[src/rtl/prs_pkg.sv]
package prs_pkg;
  localparam int HP_W   = 8;
  localparam int M_W    = 4;
  localparam int N_W    = 3;
  localparam int DEC    = 10;
  localparam int PHASES = 4;

  // slot lookup: a decade count c ends quarter j when c+1 == ceil(j*DEC/PHASES)
  function automatic logic [2:0] qtr_slot(input logic [3:0] c);
    logic [2:0] r;
    r = 3'b000;
    for (int j = 1; j <= PHASES; j++) begin
      if (int'(c) + 1 == (j * DEC + PHASES - 1) / PHASES)
        r = {1'b1, 2'(j - 1)};
    end
    return r;
  endfunction
endpackage

[src/rtl/prs_cfg_shadow.sv]
module prs_cfg_shadow #(
  parameter int HP_W   = 8,
  parameter int M_W    = 4,
  parameter int N_W    = 3,
  parameter int HP_MIN = 5,
  parameter int HP_RST = 24,
  parameter int M_RST  = 2,
  parameter int N_RST  = 0
) (
  input  logic            clk,
  input  logic            rst_n,
  input  logic            cfg_wr,
  input  logic            cfg_sel,
  input  logic [7:0]      cfg_wdata,
  input  logic            commit,
  output logic [HP_W-1:0] hp_act,
  output logic [M_W-1:0]  m_act,
  output logic [N_W-1:0]  n_act
);
  localparam logic [HP_W-1:0] HP_FLOOR = HP_W'(HP_MIN);

  logic [HP_W-1:0] hp_pend;
  logic [M_W-1:0]  m_pend;
  logic [N_W-1:0]  n_pend;
  logic [HP_W-1:0] hp_in;

  assign hp_in = (cfg_wdata[HP_W-1:0] < HP_FLOOR) ? HP_FLOOR : cfg_wdata[HP_W-1:0];

  always_ff @(posedge clk) begin
    if (!rst_n) begin
      hp_pend <= HP_W'(HP_RST);
      m_pend  <= M_W'(M_RST);
      n_pend  <= N_W'(N_RST);
    end else if (cfg_wr) begin
      if (!cfg_sel) hp_pend <= hp_in;
      else begin
        m_pend <= cfg_wdata[N_W+M_W-1:N_W];
        n_pend <= cfg_wdata[N_W-1:0];
      end
    end
  end

  always_ff @(posedge clk) begin
    if (!rst_n) begin
      hp_act <= HP_W'(HP_RST);
      m_act  <= M_W'(M_RST);
      n_act  <= N_W'(N_RST);
    end else if (commit) begin
      hp_act <= hp_pend;
      m_act  <= m_pend;
      n_act  <= n_pend;
    end
  end
endmodule

[src/rtl/prs_div_chain.sv]
module prs_div_chain #(
  parameter int HP_W = 8,
  parameter int M_W  = 4,
  parameter int N_W  = 3
) (
  input  logic            clk,
  input  logic            rst_n,
  input  logic            running,
  input  logic [HP_W-1:0] hp_act,
  input  logic [M_W-1:0]  m_act,
  input  logic [N_W-1:0]  n_act,
  output logic            unit_tick
);
  localparam int A_W = HP_W + 1;
  localparam int B_W = (1 << N_W) - 1;

  logic [A_W-1:0] cnt_a;
  logic [B_W-1:0] cnt_b;
  logic [M_W-1:0] cnt_c;
  logic [B_W-1:0] pow_mask;
  logic           tick_a, tick_b;

  for (genvar i = 0; i < B_W; i++) begin : g_mask
    assign pow_mask[i] = (i < int'(n_act));
  end

  assign tick_a    = running && (cnt_a == {hp_act, 1'b1});
  assign tick_b    = tick_a && ((cnt_b & pow_mask) == pow_mask);
  assign unit_tick = tick_b && (cnt_c == m_act);

  always_ff @(posedge clk) begin
    if (!rst_n || !running) begin
      cnt_a <= '0;
      cnt_b <= '0;
      cnt_c <= '0;
    end else begin
      cnt_a <= tick_a ? '0 : cnt_a + 1'b1;
      if (tick_a) cnt_b <= tick_b ? '0 : cnt_b + 1'b1;
      if (tick_b) cnt_c <= unit_tick ? '0 : cnt_c + 1'b1;
    end
  end
endmodule

[src/rtl/prs_decade_phase.sv]
module prs_decade_phase
  import prs_pkg::*;
(
  input  logic       clk,
  input  logic       rst_n,
  input  logic       running,
  input  logic       unit_tick,
  output logic       period_end,
  output logic       scl_tick,
  output logic       qtr_tick,
  output logic [1:0] qtr_idx
);
  localparam logic [3:0] LAST = 4'(DEC - 1);

  logic [3:0] cnt_d;
  logic [2:0] slot;

  assign slot       = qtr_slot(cnt_d);
  assign period_end = unit_tick && (cnt_d == LAST);

  always_ff @(posedge clk) begin
    if (!rst_n || !running) cnt_d <= '0;
    else if (unit_tick)     cnt_d <= (cnt_d == LAST) ? '0 : cnt_d + 1'b1;
  end

  always_ff @(posedge clk) begin
    if (!rst_n) begin
      scl_tick <= 1'b0;
      qtr_tick <= 1'b0;
      qtr_idx  <= 2'd0;
    end else begin
      scl_tick <= period_end;
      qtr_tick <= unit_tick && slot[2];
      if (unit_tick && slot[2]) qtr_idx <= slot[1:0];
    end
  end
endmodule

[src/rtl/serclk_prescaler.sv]
module serclk_prescaler
  import prs_pkg::*;
#(
  parameter int HP_MIN = 5,
  parameter int HP_RST = 24,
  parameter int M_RST  = 2,
  parameter int N_RST  = 0
) (
  input  logic       clk,
  input  logic       rst_n,
  input  logic       run_en,
  input  logic       cfg_wr,
  input  logic       cfg_sel,
  input  logic [7:0] cfg_wdata,
  output logic       scl_tick,
  output logic       qtr_tick,
  output logic [1:0] qtr_idx,
  output logic       running
);
  logic [HP_W-1:0] hp_act;
  logic [M_W-1:0]  m_act;
  logic [N_W-1:0]  n_act;
  logic            unit_tick, period_end, commit;

  assign commit = !running || period_end;

  always_ff @(posedge clk) begin
    if (!rst_n)                         running <= 1'b0;
    else if (!running && run_en)        running <= 1'b1;
    else if (period_end && !run_en)     running <= 1'b0;
  end

  prs_cfg_shadow #(
    .HP_W(HP_W), .M_W(M_W), .N_W(N_W), .HP_MIN(HP_MIN),
    .HP_RST(HP_RST), .M_RST(M_RST), .N_RST(N_RST)
  ) u_cfg (
    .clk(clk), .rst_n(rst_n), .cfg_wr(cfg_wr), .cfg_sel(cfg_sel),
    .cfg_wdata(cfg_wdata), .commit(commit),
    .hp_act(hp_act), .m_act(m_act), .n_act(n_act)
  );

  prs_div_chain #(.HP_W(HP_W), .M_W(M_W), .N_W(N_W)) u_chain (
    .clk(clk), .rst_n(rst_n), .running(running),
    .hp_act(hp_act), .m_act(m_act), .n_act(n_act), .unit_tick(unit_tick)
  );

  prs_decade_phase u_dec (
    .clk(clk), .rst_n(rst_n), .running(running), .unit_tick(unit_tick),
    .period_end(period_end), .scl_tick(scl_tick),
    .qtr_tick(qtr_tick), .qtr_idx(qtr_idx)
  );
endmodule

[config.mk]
export PLATFORM = sky130hd
export DESIGN_NAME = serclk_prescaler
export DESIGN_NICKNAME = d
export VERILOG_FILES = /design/src/rtl/prs_pkg.sv /design/src/rtl/prs_cfg_shadow.sv /design/src/rtl/prs_div_chain.sv /design/src/rtl/prs_decade_phase.sv /design/src/rtl/serclk_prescaler.sv
export SDC_FILE = /design/constraint.sdc
export NUM_CORES = 1
export LEC_CHECK = 0
export BUFFER_PORTS_ARGS = -buffer_cell sky130_fd_sc_hd__buf_2
export CELL_PAD_IN_SITES_DETAIL_PLACEMENT = 0
export CELL_PAD_IN_SITES_GLOBAL_PLACEMENT = 1
export CORE_MARGIN = 2
export CORE_UTILIZATION = 46
export CTS_CLUSTER_SIZE = 14
export DETAILED_ROUTE_END_ITERATION = 10
export PLACE_DENSITY_LB_ADDON = 0.2
export REMOVE_ABC_BUFFERS = 1
export SYNTH_ARGS = -nofsm -noshare
export SYNTH_HDL_FRONTEND = slang
export SYNTH_HIERARCHICAL = 1
export SYNTH_SLANG_ARGS = --single-unit
[constraint.sdc]
create_clock -name clk -period 3.15 [get_ports clk]
set_input_delay 0.7875 -clock clk [delete_from_list [all_inputs] [get_ports clk]]
set_output_delay 0.7875 -clock clk [all_outputs]
set_load 0.02 [all_outputs]
==> results.txt, run 1 <==
- Wires add up to 5380 um.
- The final-report max-slew violation count is 0.
- Of the available clock period, the critical path in the final layout requires 77.1%.
- Sequential elements use 42.4% of the synthesized area.
- The number of different library cells used by synthesis comes to 48.
* CTS tree: built
- Post-route setup TNS: 0 ps
* Number of antenna cells inserted: 0
- The region available for standard cell placement spans 5890 um2.
* Endpoint arrival time on the critical path: 2640 ps
* Worst hold margin: 465 ps
* Clk root buf: sky130_fd_sc_hd__clkbuf_8
- Among all flip-flop cells after synthesis, the most frequent one is sky130_fd_sc_hd__dfxtp_1.
- The filler cells instantiated in the layout total 565.
* Critical path start-end classification: reg2reg
* Beginning of the critical path: u_chain/cnt_a[2]
- After detailed routing, the number of vias per cell comes to 5.31.
- The count of nets left with antenna violations once routing finished came out at 0.
* Avg Synthesized Cell Area: 9.37 um2
- At the worst endpoint, the required time is 3360 ps.
* Setup repair after global routing missed its margin: false
- The H-tree was split into 3 levels.
- Count of buffers added by post-CTS timing repair for setup: 0
- Worst Skew: 5.53 ps
- Number of failing setup endpoints in the final timing report: 0
- The number of antenna violations at the first check in global routing was 0.
- Combined global-route utilization of all metal layers: 18.3%
* Total DRC errors in the routed layout: 0
- Wire length of the first global-routing pass: 9150 um
* Shortest clock period the worst path allows after layout: 2430 ps
- Setup slack after layout: 721 ps
- Count of flip-flops with a built-in enable after synthesis: 0
- Number of detailed-routing iterations run before antenna repair: 4
* IR drop worst, VDD: 0.000301 V
- Remaining max-slew budget at the tightest pin: 73.0%
- Prior to clock tree synthesis, the placed netlist has a worst setup slack of 713 ps.
* IO Pins: 18
- In this run the core area contains 28 standard-cell rows.
- Post-CTS Hold Buffers: 0
- The die covers 6690 um2.
* Number of standard cells after synthesis: 297
- In the final design database the tool counted 330 nets.
- Clock transition at path regs: 60 ps
- The number of global-route vias before repair came to 1911.
- The flow ran to the end, and the final reports show no timing, DRC or antenna violations.
- Horiz. Die Dim: 81.8 um
- Startpoint types: register
- Power density over the cells: 550 nW/um2
- Combined area of all synthesized cells: 2780 um2
- The startpoint identified for the worst hold timing path is u_cfg/n_pend[1].
- The tightest min-delay check is of the reg2reg type.
- Once detailed placement completed, the half-perimeter wirelength came to 3800 um.
* Effective utilization at floorplan: 47.3%
- For this design the static power due to leakage is 1.26 nW.
* Type of destination of the critical path: register
* Routability-driven placement congestion ratio: 0.719
- Based on the critical path, the design can be clocked at up to 412 MHz.
- Number of warning messages in the yosys log: 6
* Layout area overhead: 12.0%
* Remaining Overflow, GRT: 0
- Fraction of layout instances using a drive strength above 1: 15.4%
- Mean routed wirelength per cell: 13.6 um
- After synthesis, the share of flip-flops with an asynchronous set or reset is 0%.
- The clock passes through at most 2 buffers.
- For the pin with the worst max-slew slack, the measured transition is 405 ps.
* Launching point of the worst reg2reg path: u_chain/cnt_a[2]
* Cts repair resizes: 0
* Pin count of the biggest net entering global routing: 24
- The total count of hold-check failures in the final report was 0.
- From bottom edge to top edge, the die measures 81.8 um.
- Maxcap violations: 0
- Worst Path Max Fanout: 16
* Insertion delay of the later-clocked pin in the worst-skew pair: 330 ps
- TritonCTS buffer count: 9
- # clock sinks: 59
* Iteration-0 DRC count of the detailed router: 85
* Number of storage elements in the synthesis netlist: 59
- The final route contains 2094 vias.
* Quantity of I/O buffers inserted on ports: 17
[sequential cells by signal, summed over array words and instances, names as in the netlist]
signal / cells
u_cfg/hp_act: 8
u_chain/cnt_b: 7
u_cfg/hp_pend: 8
u_dec/cnt_d: 4
u_cfg/m_act: 4
u_chain/cnt_c: 4
u_dec/qtr_idx: 2
u_cfg/n_pend: 3
u_dec/scl_tick: 1
u_cfg/m_pend: 4
u_cfg/n_act: 3
u_dec/qtr_tick: 1
running: 1
u_chain/cnt_a: 9
[synthesized netlist by cell type, drive strengths merged, types with 7 or more instances]
master	number	area, um2
a21oi	7	35.0
xnor2	18	158
nand2	36	135
nor2	18	67.6
nor3b	7	52.6
nor2b	14	95.1
buf	13	111
a32o	7	70.1
dfxtp	59	1180
and3	9	56.3
o21ai	12	67.6
mux2i	16	160
a21boi	12	105
nand3	20	100
[cell usage in the layout, fill, tap and decap left out, drive strengths merged, types with 9 or more instances in the layout]
cell type  Yosys  routed
nor2b         14      14
o21ai         12      12
dfxtp         59      59
nand2         36      36
xnor2         18      18
clkbuf         3      11
nand3         20      20
buf           13      22
and3           9       9
nor2          18      18
a21boi        12      12
mux2i         16      16
[final timing paths]
kind / end / slack, ps / depth (start not counted)
worst max-delay path: u_cfg/m_act[1] / 720 / 10
worst min-delay path: u_cfg/n_pend[1] / 470 / 2
worst max register to register: u_cfg/m_act[1] / 720 / 10
worst min register to register: u_cfg/n_pend[1] / 470 / 2
[worst max-delay path, stage by stage (launching register included)]
cell                       delay [ps]
sky130_fd_sc_hd__dfxtp_1          420
sky130_fd_sc_hd__xnor2_1          140
sky130_fd_sc_hd__nand4_1          160
sky130_fd_sc_hd__nor4_4           310
sky130_fd_sc_hd__nand2_1          160
sky130_fd_sc_hd__nor2_1           160
sky130_fd_sc_hd__nand2_1          140
sky130_fd_sc_hd__and2b_1          240
sky130_fd_sc_hd__nand2b_4         290
sky130_fd_sc_hd__mux2i_1          220
sky130_fd_sc_hd__nand2_1           70
[cells by family after synthesis]
group,after synthesis,share of synthesized area [%]
compound gates,48,13.3
xor+xnor,23,7.24
fa+ha+maj,3,1.35
buf+inv,21,5.08
flops,59,42.4
mux,16,5.75
simple gates,127,24.9
[per-stage QoR]
step	std cells	power (mW)	cell area (um2)	util, %
6_report	394	1.71	3120	53.0
5_1_grt	394	1.78	3120	53.0
4_1_cts	394	1.73	3120	53.0
3_5_place_dp	378	0.899	2880	48.9
3_3_place_gp	378	0.897	2880	48.9
2_1_floorplan	281	0.856	2660	-
[final cells by class]
class                   instances  area, um2  share of cell area (%)
multi-input cells             217       1460                    46.9
flip-flops and latches         59       1180                    37.9
clock buffers                  11        141                    4.53
repair buffers                 22        123                    3.93
clock inverters                 5        100                    3.21
well taps                      75       93.8                    3.01
inverters                       5       18.8                   0.602
[report_power, final]
group	total (mW)	switching, mW	leakage (nW)	internal [mW]
registers	0.780	0.0152	0.479	0.765
logic	0.101	0.0576	0.656	0.0431
clock network	0.834	0.289	0.123	0.545
total	1.71	0.362	1.26	1.35
[per-layer routing]
metal  GRT usage, %  part of all wire, %  vias to the layer above
li1               -                    -                     1069
met1           24.7                   51                      978
met2           27.0                   43                       37
met3           3.63                  3.3                       10
met4           11.0                  2.3                        0
met5              0                    0                        -
Note: power is estimated with default switching activity, not from simulation.
==> run 2: changes to the inputs <==
CORE_UTILIZATION = 42   (was 46)
clock period = 2.1 ns   (was 3.15 ns; I/O delays follow)
==> run 2 against run 1 <==
  * The run now ends with setup timing left
  * Combinational power increased by 75%
  * Routed wire length increased by 8.9%
  * Register-to-register slack got worse by 810 ps
  * Utilization decreased by 0.47 points
  * Via count increased by 4.2%
  * Clock skew increased by 3.9 ps
  * First-iteration DRC count decreased by 9.4%
  * Count of clock-buffer cells in the layout decreased by 2
  * Global-route usage decreased by 0.80 points
  * Clock power increased by 11%
  * Power increased by 32%
  * Sequential cell count unchanged
  * Critical path type unchanged
  * Highest routed layer unchanged
==> results.txt, run 2 (synthesis results as in run 1) <==
- Status: finished, violations left
* Failing checks: setup timing
- Vias in the first global route: 2118 (+11%)
* Critical path start-end classification: reg2reg
* Power density over the cells: 676 nW/um2 (+23%)
* Deepest level of the CTS H-tree: 3 (unchanged)
- The routability-driven placement congestion ratio is 0.740 (+2.9%).
- The sequential standard cell area is 1190 um2 (+1.2%).
- Layout area overhead: 20.5%
- TritonCTS buffer count: 9 (unchanged)
- The count of TritonRoute iterations in the first routing pass came to 4 (unchanged).
* Core box area: 6390 um2 (+8.5%)
- Clk root buf: sky130_fd_sc_hd__clkbuf_8
* Fraction of layout instances using a drive strength above 1: 28.3% (+13 points)
- The area taken by multi-input logic gates was 1510 um2 (+3.4%).
- Die Y: 85.4 um (+4.4%)
- The aggregate routed wire length is 5850 um (+8.9%).
- Leakage component of the power: 1.39 nW (+10%)
* Die Footprint: 7300 um2 (+9.0%)
* Number of antenna cells inserted: 0 (unchanged)
- The count of max-cap constraint violations came to 0 (unchanged).
- Post-layout util: 52.5% (-0.47 points)
- The via density per instance was 5.11 (-3.9%).
- Detailed placer's ending HPWL: 4060 um (+6.7%)
- Biggest register: u_chain/cnt_a
- The count of input and output buffers came to 17 (unchanged).
- Setup repair after global routing could not meet its margin everywhere.
* Mean routed wirelength per cell: 13.7 um (+0.44%)
- Shortest clock period the worst path allows after layout: 2190 ps (-237 ps)
- Placed cell count: 407 (+7.7%)
* Most common cell after layout, fill and taps aside: sky130_fd_sc_hd__dfxtp_1
- Registers with the highest flip-flop counts: u_chain/cnt_a x9, u_cfg/hp_act x8, u_cfg/hp_pend x8
* Number of antenna violations at the first check in global routing: 0 (unchanged)
- Number of failing setup endpoints in the final timing report: 16 (+16)
- The first-pass GRT wire length was 10000 um (+9.7%).
* Share of the cycle needed by the critical path after routing: 104% (+27 points)
- The worst IR drop on VDD is 0.000412 V (+37%).
- The leftover overflow at the end of global routing is 0 (unchanged).
- Type of destination of the critical path: register
* Maximum clock frequency: 456 MHz (+11%)
* Endpoint arrival time on the critical path: 2410 ps (-230 ps)
- # clock sinks: 59 (unchanged)
- The transition time at the pin with the least slew margin is 389 ps (-15.2 ps).
- The worst setup path is launched from a register.
- The number of antenna-violating nets in the routed design came to 0 (unchanged).
* Total number of vias: 2182 (+4.2%)
* Final hold violation count: 0 (unchanged)
- Pin count of the biggest net entering global routing: 34 (+42%)
- Horiz. Die Dim: 85.4 um (+4.4%)
- Clock buffer depth: 2 (unchanged)
* Final-report max-slew violation count: 0 (unchanged)
- CTS tree: built
* Iteration-0 DRC count of the detailed router: 77 (-9.4%)
- The setup skew after layout came to 9.45 ps (+3.92 ps).
- Effective utilization at floorplan: 43.6% (-3.7 points)
- Total DRC errors in the routed layout: 0 (unchanged)
- The number of placement rows is 29 (+3.6%).
- The final setup slack of the worst path is -91.7 ps (-813 ps).
* Combined global-route utilization of all metal layers: 17.5% (-0.80 points)
- The required arrival time at the worst endpoint was 2320 ps (-1040 ps).
* Insertion delay of the later-clocked pin in the worst-skew pair: 340 ps (about the same)
- Non-filler cells, final: 427 (+8.4%)
- The fill cell instance count of the final layout was 622 (+10%).
- Most frequent cells in the layout: sky130_fd_sc_hd__dfxtp_1, sky130_fd_sc_hd__nand2_1, sky130_fd_sc_hd__buf_4
* Worst Path Max Fanout: 8 (-8)
- Largest register FFs: 9 (unchanged)
- Clock transition at path regs: 70 ps (about the same)
* IO Pins: 18 (unchanged)
* Kind of path behind the tightest hold check: in2reg
- The count of nets after finishing was 361 (+9.4%).
- Remaining max-slew budget at the tightest pin: 74.0% (+1.0 points)
-- run 2: cell count changes in the layout (fill, tap and decap cells not counted), moves of 4 or more --
cell                      delta
sky130_fd_sc_hd__dfxtp_2    +11
sky130_fd_sc_hd__buf_4      +28
sky130_fd_sc_hd__xnor2_1     -4
sky130_fd_sc_hd__dfxtp_1    -11
sky130_fd_sc_hd__xnor2_2     +4
-- run 2: worst paths after layout --
check / from / end / slack (ps) / cells after the start
min: run_en / running / 420 / 3
min reg2reg: u_cfg/n_pend[2] / u_cfg/n_pend[2] / 470 / 2
max reg2reg: u_chain/cnt_a[8] / u_cfg/hp_act[3] / -90 / 10
max: u_chain/cnt_a[8] / u_cfg/hp_act[3] / -90 / 10
-- run 2: per-stage QoR --
stage	hold WS (ps)	power [mW]	TNS, ps	cell area, um2	setup slack [ps]
CTS	413	2.29	-693	3300	-69.4
detailed placement	462	1.36	-2200	3080	-155
finish	421	2.27	-1100	3350	-91.7
global placement	456	1.36	-1130	3080	-107
global route	429	2.37	-3980	3350	-274
floorplan	438	1.28	-9160	2660	-547
-- run 2: critical path, cell delays in order (launching register included) --
cell	delay (ps)
sky130_fd_sc_hd__dfxtp_2	340
sky130_fd_sc_hd__xnor2_2	160
sky130_fd_sc_hd__nand4_1	160
sky130_fd_sc_hd__nor4_4	330
sky130_fd_sc_hd__nand2_1	120
sky130_fd_sc_hd__nor2_2	160
sky130_fd_sc_hd__nand2_2	70
sky130_fd_sc_hd__and2b_2	240
sky130_fd_sc_hd__nand2b_4	220
sky130_fd_sc_hd__mux2i_1	200
sky130_fd_sc_hd__nand2_1	70
-- run 2: layer usage --
layer | part of all wire, % | vias up | wire (um) | track usage (%)
met5 | 0 | - | 0 | 0
met4 | 1.9 | 0 | 112 | 7.94
met3 | 3.1 | 9 | 183 | 4.09
met2 | 45 | 32 | 2630 | 26.8
met1 | 50 | 1012 | 2930 | 23.4
li1 | - | 1129 | - | -
-- run 2: power breakdown --
group | leakage [nW] | switching, mW | internal (mW) | total [mW]
logic | 0.822 | 0.0961 | 0.0811 | 0.177
clock network | 0.0818 | 0.492 | 0.432 | 0.924
registers | 0.484 | 0.0204 | 1.15 | 1.17
total | 1.39 | 0.609 | 1.66 | 2.27
-- run 2: cell type report --
cell class              count  share of cell area [%]
well taps                  77                    2.87
flip-flops and latches     59                    35.6
clock inverters             7                    1.60
inverters                   5                   0.559
repair buffers             52                    10.6
multi-input cells         218                    45.1
clock buffers               9                    3.69
-- run 2: timing repair --
item	CTS	global route
hold buffers	0	0
endpoints found under the setup margin	16	21
buffers inserted	3	3
pin swaps	2	10
gates cloned	1	0
resized for setup	6	16
